**src/rtl/frac_baud_pkg.sv**
```systemverilog
package frac_baud_pkg;
  localparam int unsigned BYTE_W = 8;
  localparam int unsigned FRAC_W = 4;
  localparam int unsigned DIV_W  = 2 * BYTE_W;
  localparam int unsigned ACC_W  = FRAC_W + 1;
endpackage

```
**src/rtl/frac_cfg_reg.sv**
```systemverilog
module frac_cfg_reg #(
  parameter int unsigned BYTE_W = frac_baud_pkg::BYTE_W,
  parameter int unsigned FRAC_W = frac_baud_pkg::FRAC_W,
  localparam int unsigned DIV_W = 2 * BYTE_W
) (
  input  logic              clk_i,
  input  logic              rst_ni,
  input  logic              load_i,
  input  logic [BYTE_W-1:0] div_hi_i,
  input  logic [BYTE_W-1:0] div_lo_i,
  input  logic [FRAC_W-1:0] mul_i,
  input  logic [FRAC_W-1:0] add_i,
  output logic [DIV_W-1:0]  div_o,
  output logic [FRAC_W-1:0] mul_o,
  output logic [FRAC_W-1:0] add_o
);
  logic [DIV_W-1:0]  raw_div;
  logic [DIV_W-1:0]  div_n;
  logic [FRAC_W-1:0] mul_n;
  logic [FRAC_W-1:0] add_n;
  logic              legal;

  always_comb begin
    raw_div = {div_hi_i, div_lo_i};
    div_n   = (raw_div == '0) ? DIV_W'(1) : raw_div;
    legal   = (mul_i != '0) && (add_i < mul_i);
    mul_n   = (mul_i == '0) ? FRAC_W'(1) : mul_i;
    // illegal fraction falls back to bypass
    add_n   = legal ? add_i : '0;
  end

  always_ff @(posedge clk_i or negedge rst_ni) begin
    if (!rst_ni) begin
      div_o <= DIV_W'(1);
      mul_o <= FRAC_W'(1);
      add_o <= '0;
    end else if (load_i) begin
      div_o <= div_n;
      mul_o <= mul_n;
      add_o <= add_n;
    end
  end
endmodule

```
**src/rtl/frac_prescaler.sv**
```systemverilog
module frac_prescaler #(
  parameter int unsigned FRAC_W = frac_baud_pkg::FRAC_W,
  localparam int unsigned ACC_W = FRAC_W + 1,
  localparam int unsigned SUM_W = ACC_W + 1
) (
  input  logic              clk_i,
  input  logic              rst_ni,
  input  logic              restart_i,
  input  logic [FRAC_W-1:0] mul_i,
  input  logic [FRAC_W-1:0] add_i,
  output logic              en_o
);
  logic [ACC_W-1:0] acc_q;
  logic [ACC_W-1:0] acc_d;
  logic [SUM_W-1:0] modulus;
  logic [SUM_W-1:0] sum;
  logic [SUM_W-1:0] wrapped;
  logic             wrap;

  always_comb begin
    modulus = SUM_W'(mul_i) + SUM_W'(add_i);
    sum     = SUM_W'(acc_q) + SUM_W'(add_i);
    wrap    = (sum >= modulus);
    wrapped = sum - modulus;
    en_o    = ~wrap;
    if (restart_i)  acc_d = '0;
    else if (wrap)  acc_d = wrapped[ACC_W-1:0];
    else            acc_d = sum[ACC_W-1:0];
  end

  always_ff @(posedge clk_i or negedge rst_ni) begin
    if (!rst_ni) acc_q <= '0;
    else         acc_q <= acc_d;
  end
endmodule

```
**src/rtl/int_divider.sv**
```systemverilog
module int_divider #(
  parameter int unsigned DIV_W = frac_baud_pkg::DIV_W
) (
  input  logic             clk_i,
  input  logic             rst_ni,
  input  logic             restart_i,
  input  logic             en_i,
  input  logic [DIV_W-1:0] div_i,
  output logic             tick_o
);
  logic [DIV_W-1:0] cnt_q;
  logic             term;

  // >= keeps a shrunken divisor from stalling the count
  assign term = en_i && (cnt_q >= div_i);

  always_ff @(posedge clk_i or negedge rst_ni) begin
    if (!rst_ni) begin
      cnt_q  <= DIV_W'(1);
      tick_o <= 1'b0;
    end else if (restart_i) begin
      cnt_q  <= DIV_W'(1);
      tick_o <= 1'b0;
    end else begin
      tick_o <= term;
      if (term)      cnt_q <= DIV_W'(1);
      else if (en_i) cnt_q <= cnt_q + DIV_W'(1);
    end
  end
endmodule

```
**src/rtl/frac_baud_gen.sv**
```systemverilog
module frac_baud_gen #(
  parameter int unsigned BYTE_W = frac_baud_pkg::BYTE_W,
  parameter int unsigned FRAC_W = frac_baud_pkg::FRAC_W,
  localparam int unsigned DIV_W = 2 * BYTE_W
) (
  input  logic              clk_i,
  input  logic              rst_ni,
  input  logic [BYTE_W-1:0] div_hi_i,
  input  logic [BYTE_W-1:0] div_lo_i,
  input  logic [FRAC_W-1:0] frac_mul_i,
  input  logic [FRAC_W-1:0] frac_add_i,
  input  logic              load_i,
  output logic              tick16_o
);
  logic [DIV_W-1:0]  cfg_div;
  logic [FRAC_W-1:0] cfg_mul;
  logic [FRAC_W-1:0] cfg_add;
  logic              frac_en;

  frac_cfg_reg #(.BYTE_W(BYTE_W), .FRAC_W(FRAC_W)) u_cfg (
    .clk_i    (clk_i),
    .rst_ni   (rst_ni),
    .load_i   (load_i),
    .div_hi_i (div_hi_i),
    .div_lo_i (div_lo_i),
    .mul_i    (frac_mul_i),
    .add_i    (frac_add_i),
    .div_o    (cfg_div),
    .mul_o    (cfg_mul),
    .add_o    (cfg_add)
  );

  frac_prescaler #(.FRAC_W(FRAC_W)) u_pre (
    .clk_i     (clk_i),
    .rst_ni    (rst_ni),
    .restart_i (load_i),
    .mul_i     (cfg_mul),
    .add_i     (cfg_add),
    .en_o      (frac_en)
  );

  int_divider #(.DIV_W(DIV_W)) u_div (
    .clk_i     (clk_i),
    .rst_ni    (rst_ni),
    .restart_i (load_i),
    .en_i      (frac_en),
    .div_i     (cfg_div),
    .tick_o    (tick16_o)
  );
endmodule

```
**config.mk**
```make
export PLATFORM = sky130hd
export DESIGN_NAME = frac_baud_gen
export DESIGN_NICKNAME = d
export VERILOG_FILES = /design/src/rtl/frac_baud_pkg.sv /design/src/rtl/frac_cfg_reg.sv /design/src/rtl/frac_prescaler.sv /design/src/rtl/int_divider.sv /design/src/rtl/frac_baud_gen.sv
export SDC_FILE = /design/constraint.sdc
export NUM_CORES = 1
export LEC_CHECK = 0
export ABC_AREA = 1
export BUFFER_PORTS_ARGS = -buffer_cell sky130_fd_sc_hd__buf_2
export CAP_MARGIN = 20
export CORE_UTILIZATION = 40
export CTS_CLUSTER_DIAMETER = 60
export DETAILED_ROUTE_END_ITERATION = 7
export MAX_ROUTING_LAYER = met4
export PLACE_DENSITY = 0.64
export SYNTH_ARGS = -nofsm -noshare
export SYNTH_HDL_FRONTEND = slang
export SYNTH_HIERARCHICAL = 1
export SYNTH_SLANG_ARGS = --single-unit
```
**constraint.sdc**
```tcl
create_clock -name clk_i -period 5.9 [get_ports clk_i]
set_clock_uncertainty 0.1 [all_clocks]
set_input_delay 0.885 -clock clk_i [delete_from_list [all_inputs] [get_ports clk_i]]
set_output_delay 0.885 -clock clk_i [all_outputs]
set_load 0.02 [all_outputs]
```
==> impl_metrics.py <==
metrics = {
    "floorplanning": {
        "dieHeight_microns": 93.7,
        "fp.dieW_microns": 93.7,
        "core_sq_um": 8180,
        "start_util": 0.412,
        "ios": 28,
        "num_rows": 33,
        "fp.dieArea_sq_um": 8780,
    },
    "power": {
        "p_per_area_nw_per_um2": 325,
        "p_leak_nw": 2.05,
        "power_frac_comb": 0.505,
        "switchingPower_mw": 0.540,
        "ir_drop_mv": 0.132,
        "pwr-share-clk": 0.171,
        "intPower_mw": 0.663,
        "switching_share": 0.449,
        "p_seq_frac": 0.324,
    },
    "worst_setup_path": {
        "crit_slowest_cell": "dfstp_2",
        "critical_path_class": "register to register",
        "worstSetupEndpointType": "register",
        "crit_arrival_ns": 3.90,
        "cp-start-kind": "register",
        "max_stage_delay_ns": 0.54,
        "path_max_fanout": 13,
        "cp_cell_sequence": "ha_1, inv_1, fa_1, o21ai_0, a21oi_1, ha_1, nand3_1, nor2_1, nor2_1, nand2_2, nor2_4, inv_1, nor2_1, inv_1, a21oi_1, o21a_1, nand2_1, nand2_1",
        "cp_data_required_time_ns": 6.04,
    },
    "routing": {
        "dr.pass1.iters": 6,
        "ant_nets": 0,
        "drc": 2,
        "route.vias.total": 2881,
        "wl_per_cell_microns": 11.5,
        "routed_wl_mm": 6.91,
        "vias_per_cell": 4.79,
        "dr.first_iter.drc_count": 126,
    },
    "synth": {
        "synth_cells": 468,
        "yosys.cell_count.top_type": "nand2_1",
        "async_flop_share": 1.00,
        "synthTopCellsByArea": "dfrtp_1 (32%), nand2_1 (19%), ha_1 (12%)",
        "yosysTopAreaCell": "dfrtp_1",
        "synth_top_area_frac": 0.320,
        "ys_ff_latch": 46,
        "ys_top_cells_by_count": "nand2_1 (174), inv_1 (59), dfrtp_1 (43)",
        "avgSynthCellArea_sq_um": 7.19,
        "synth_edf_count": 0,
        "synth.distinct_cells": 36,
        "synth_fp_nets": 531,
        "yosysSeqAreaShare": 0.343,
        "synth_ff_type": "dfrtp_1",
        "yosysWarnings": 6,
        "syn_area_sq_um": 3360,
    },
    "clock_tree": {
        "numClockSinks": 46,
        "htreeDepth": 2,
        "clk_pin_slew_ns": 0.09,
        "cts-resized-gates": 0,
        "cts_root_buf": "clkbuf_8",
        "clockBufferDepth": 2,
        "cts_setup_buffers": 0,
        "cts_tree": "yes",
        "ctsHoldBuffers": 0,
        "clk_latency_ns": 0.31,
        "cts_inserted_buffers": 5,
    },
    "sta": {
        "rsz0062_at_grt": "no",
        "period_share": 0.636,
        "hold_viol_final": 0,
        "max_clock_freq_mhz": 267,
        "slew_viol_final": 0,
        "relSlewSlack": 0.315,
        "setup_tns_ns": 0,
        "fin_crit_ns": 3.75,
        "setup_viol": 0,
        "worst_slew_pin_slew_ns": 1.02,
    },
    "run": {
        "maxCapViolCount": 0,
    },
    "final_layout": {
        "n_antenna_cell": 0,
        "fin_nets": 559,
        "area.growth.synth_to_final_pct": 9.97,
        "fin_util": 0.453,
        "fin_area_sq_um": 3700,
        "drive_gt1_frac": 0.139,
    },
    "global_routing": {
        "grt_max_degree": 47,
        "grt_first_pass_wirelength_mm": 12.2,
        "grt_overflow": 0,
        "grt_pass1_vias": 2762,
        "antenna_found_initial": 0,
        "track_usage": 0.181,
    },
    "placed_design": {
        "hpwl_mm": 5.32,
        "portBuffers": 27,
        "gp_congestion": 0.967,
        "dpl-instance-area_sq_um": 3590,
    },
    "run_status": {
        "violations": "DRC",
        "status": "finished with violations",
    },
    "hold_path": {
        "hold_path_class": "input pin to asynchronous set/reset pin",
    },
}
==> sequential cells by signal, indices dropped and copies added (netlist names) <==
signal	flops
u_div/cnt_q	16
u_pre/acc_q	5
u_cfg/div_o	16
u_cfg/add_o	4
u_cfg/mul_o	4
u_div/tick_o	1
==> power groups by stage <==
stage                     Clock, mW  Sequential (mW)  Combinational (mW)
after floorplan                   0            0.384               0.478
after global placement            0            0.395               0.592
after detailed placement          0            0.395               0.602
after CTS                     0.211            0.390               0.605
after global routing          0.220            0.396               0.694
final                         0.205            0.390               0.607
==> area by class of cell <==
class | count | area, sq um
Fill cell | 865 | 4480
Timing Repair Buffer | 28 | 155
Inverter | 63 | 236
Clock inverter | 3 | 22.5
Tap cell | 105 | 131
Multi-Input combinational cell | 352 | 1930
Clock buffer | 5 | 68.8
Sequential cell | 46 | 1150
==> cell families (layout without fill, tap and decap cells) <==
family,after synthesis,in the layout,share of synthesized area
buffers and inverters,70,99,0.0829
XOR/XNOR,5,5,0.0130
AO/OA/AOI/OAI,45,45,0.0740
AND/OR/NAND/NOR,266,266,0.346
adder cells (fa/ha/maj),36,36,0.141
flip-flops,46,46,0.343
==> per-layer routing <==
metal  part of all wire  track usage
met1               0.50        0.248
met2               0.45        0.284
met3              0.032       0.0170
met4              0.015       0.0526
met5                  0            -
==> layout by cell type, fill, tap and decap left out <==
master and n:
a21oi_1 22, a21oi_2 1, a31oi_1 2, and2_1 1, and3_1 1, buf_12 1, buf_2 27, clkbuf_8 5
clkinv_2 1, dfrtp_1 43, dfstp_2 3, fa_1 3, ha_1 33, inv_1 59, inv_2 4, inv_6 2
nand2_1 174, nand2_2 8, nand2_4 1, nand3_1 15, nand3_2 1, nand3b_1 6, nand4_1 3, nor2_1 41
nor2_2 6, nor2_4 4, nor2_8 1, nor3_1 2, nor3_2 1, nor3b_2 1, o21a_1 3, o21ai_0 13
o21ai_1 1, o21ai_2 2, o21bai_1 1, xnor2_1 1, xor2_1 4
==> critical path: cells and delay by family (launching register included) <==
family          cells  cell delay, ns
compound gates      4            0.62
simple gates        8            1.22
fa+ha+maj           3            0.89
flops               1            0.54
buf+inv             3            0.32
==> final timing paths <==
kind | startpoint | to | slack [ns] | depth (start not counted)
worst max register to register | u_cfg/mul_o[0] | u_div/cnt_q[11] | 2.15 | 18
worst min-delay path | rst_ni | u_div/cnt_q[15] | 0.34 | 1
max in group asynchronous | rst_ni | u_cfg/mul_o[0] | 4.82 | 2
worst min register to register | u_cfg/div_o[5] | u_cfg/div_o[5] | 0.38 | 2
worst max-delay path | u_cfg/mul_o[0] | u_div/cnt_q[11] | 2.15 | 18
min in group clk_i | u_cfg/div_o[5] | u_cfg/div_o[5] | 0.38 | 2
==> stage by stage <==
step           hold WS, ns  worst slack, ns  std cells  power (mW)
3_3_place_gp         0.357             2.34        593       0.987
6_report             0.336             2.15        602        1.20
2_1_floorplan        0.342             2.92        468       0.862
3_5_place_dp         0.361             2.18        593       0.997
5_1_grt              0.350             1.84        602        1.31
4_1_cts              0.386             2.12        601        1.21
No activity file was read; power rests on OpenSTA's default activity.
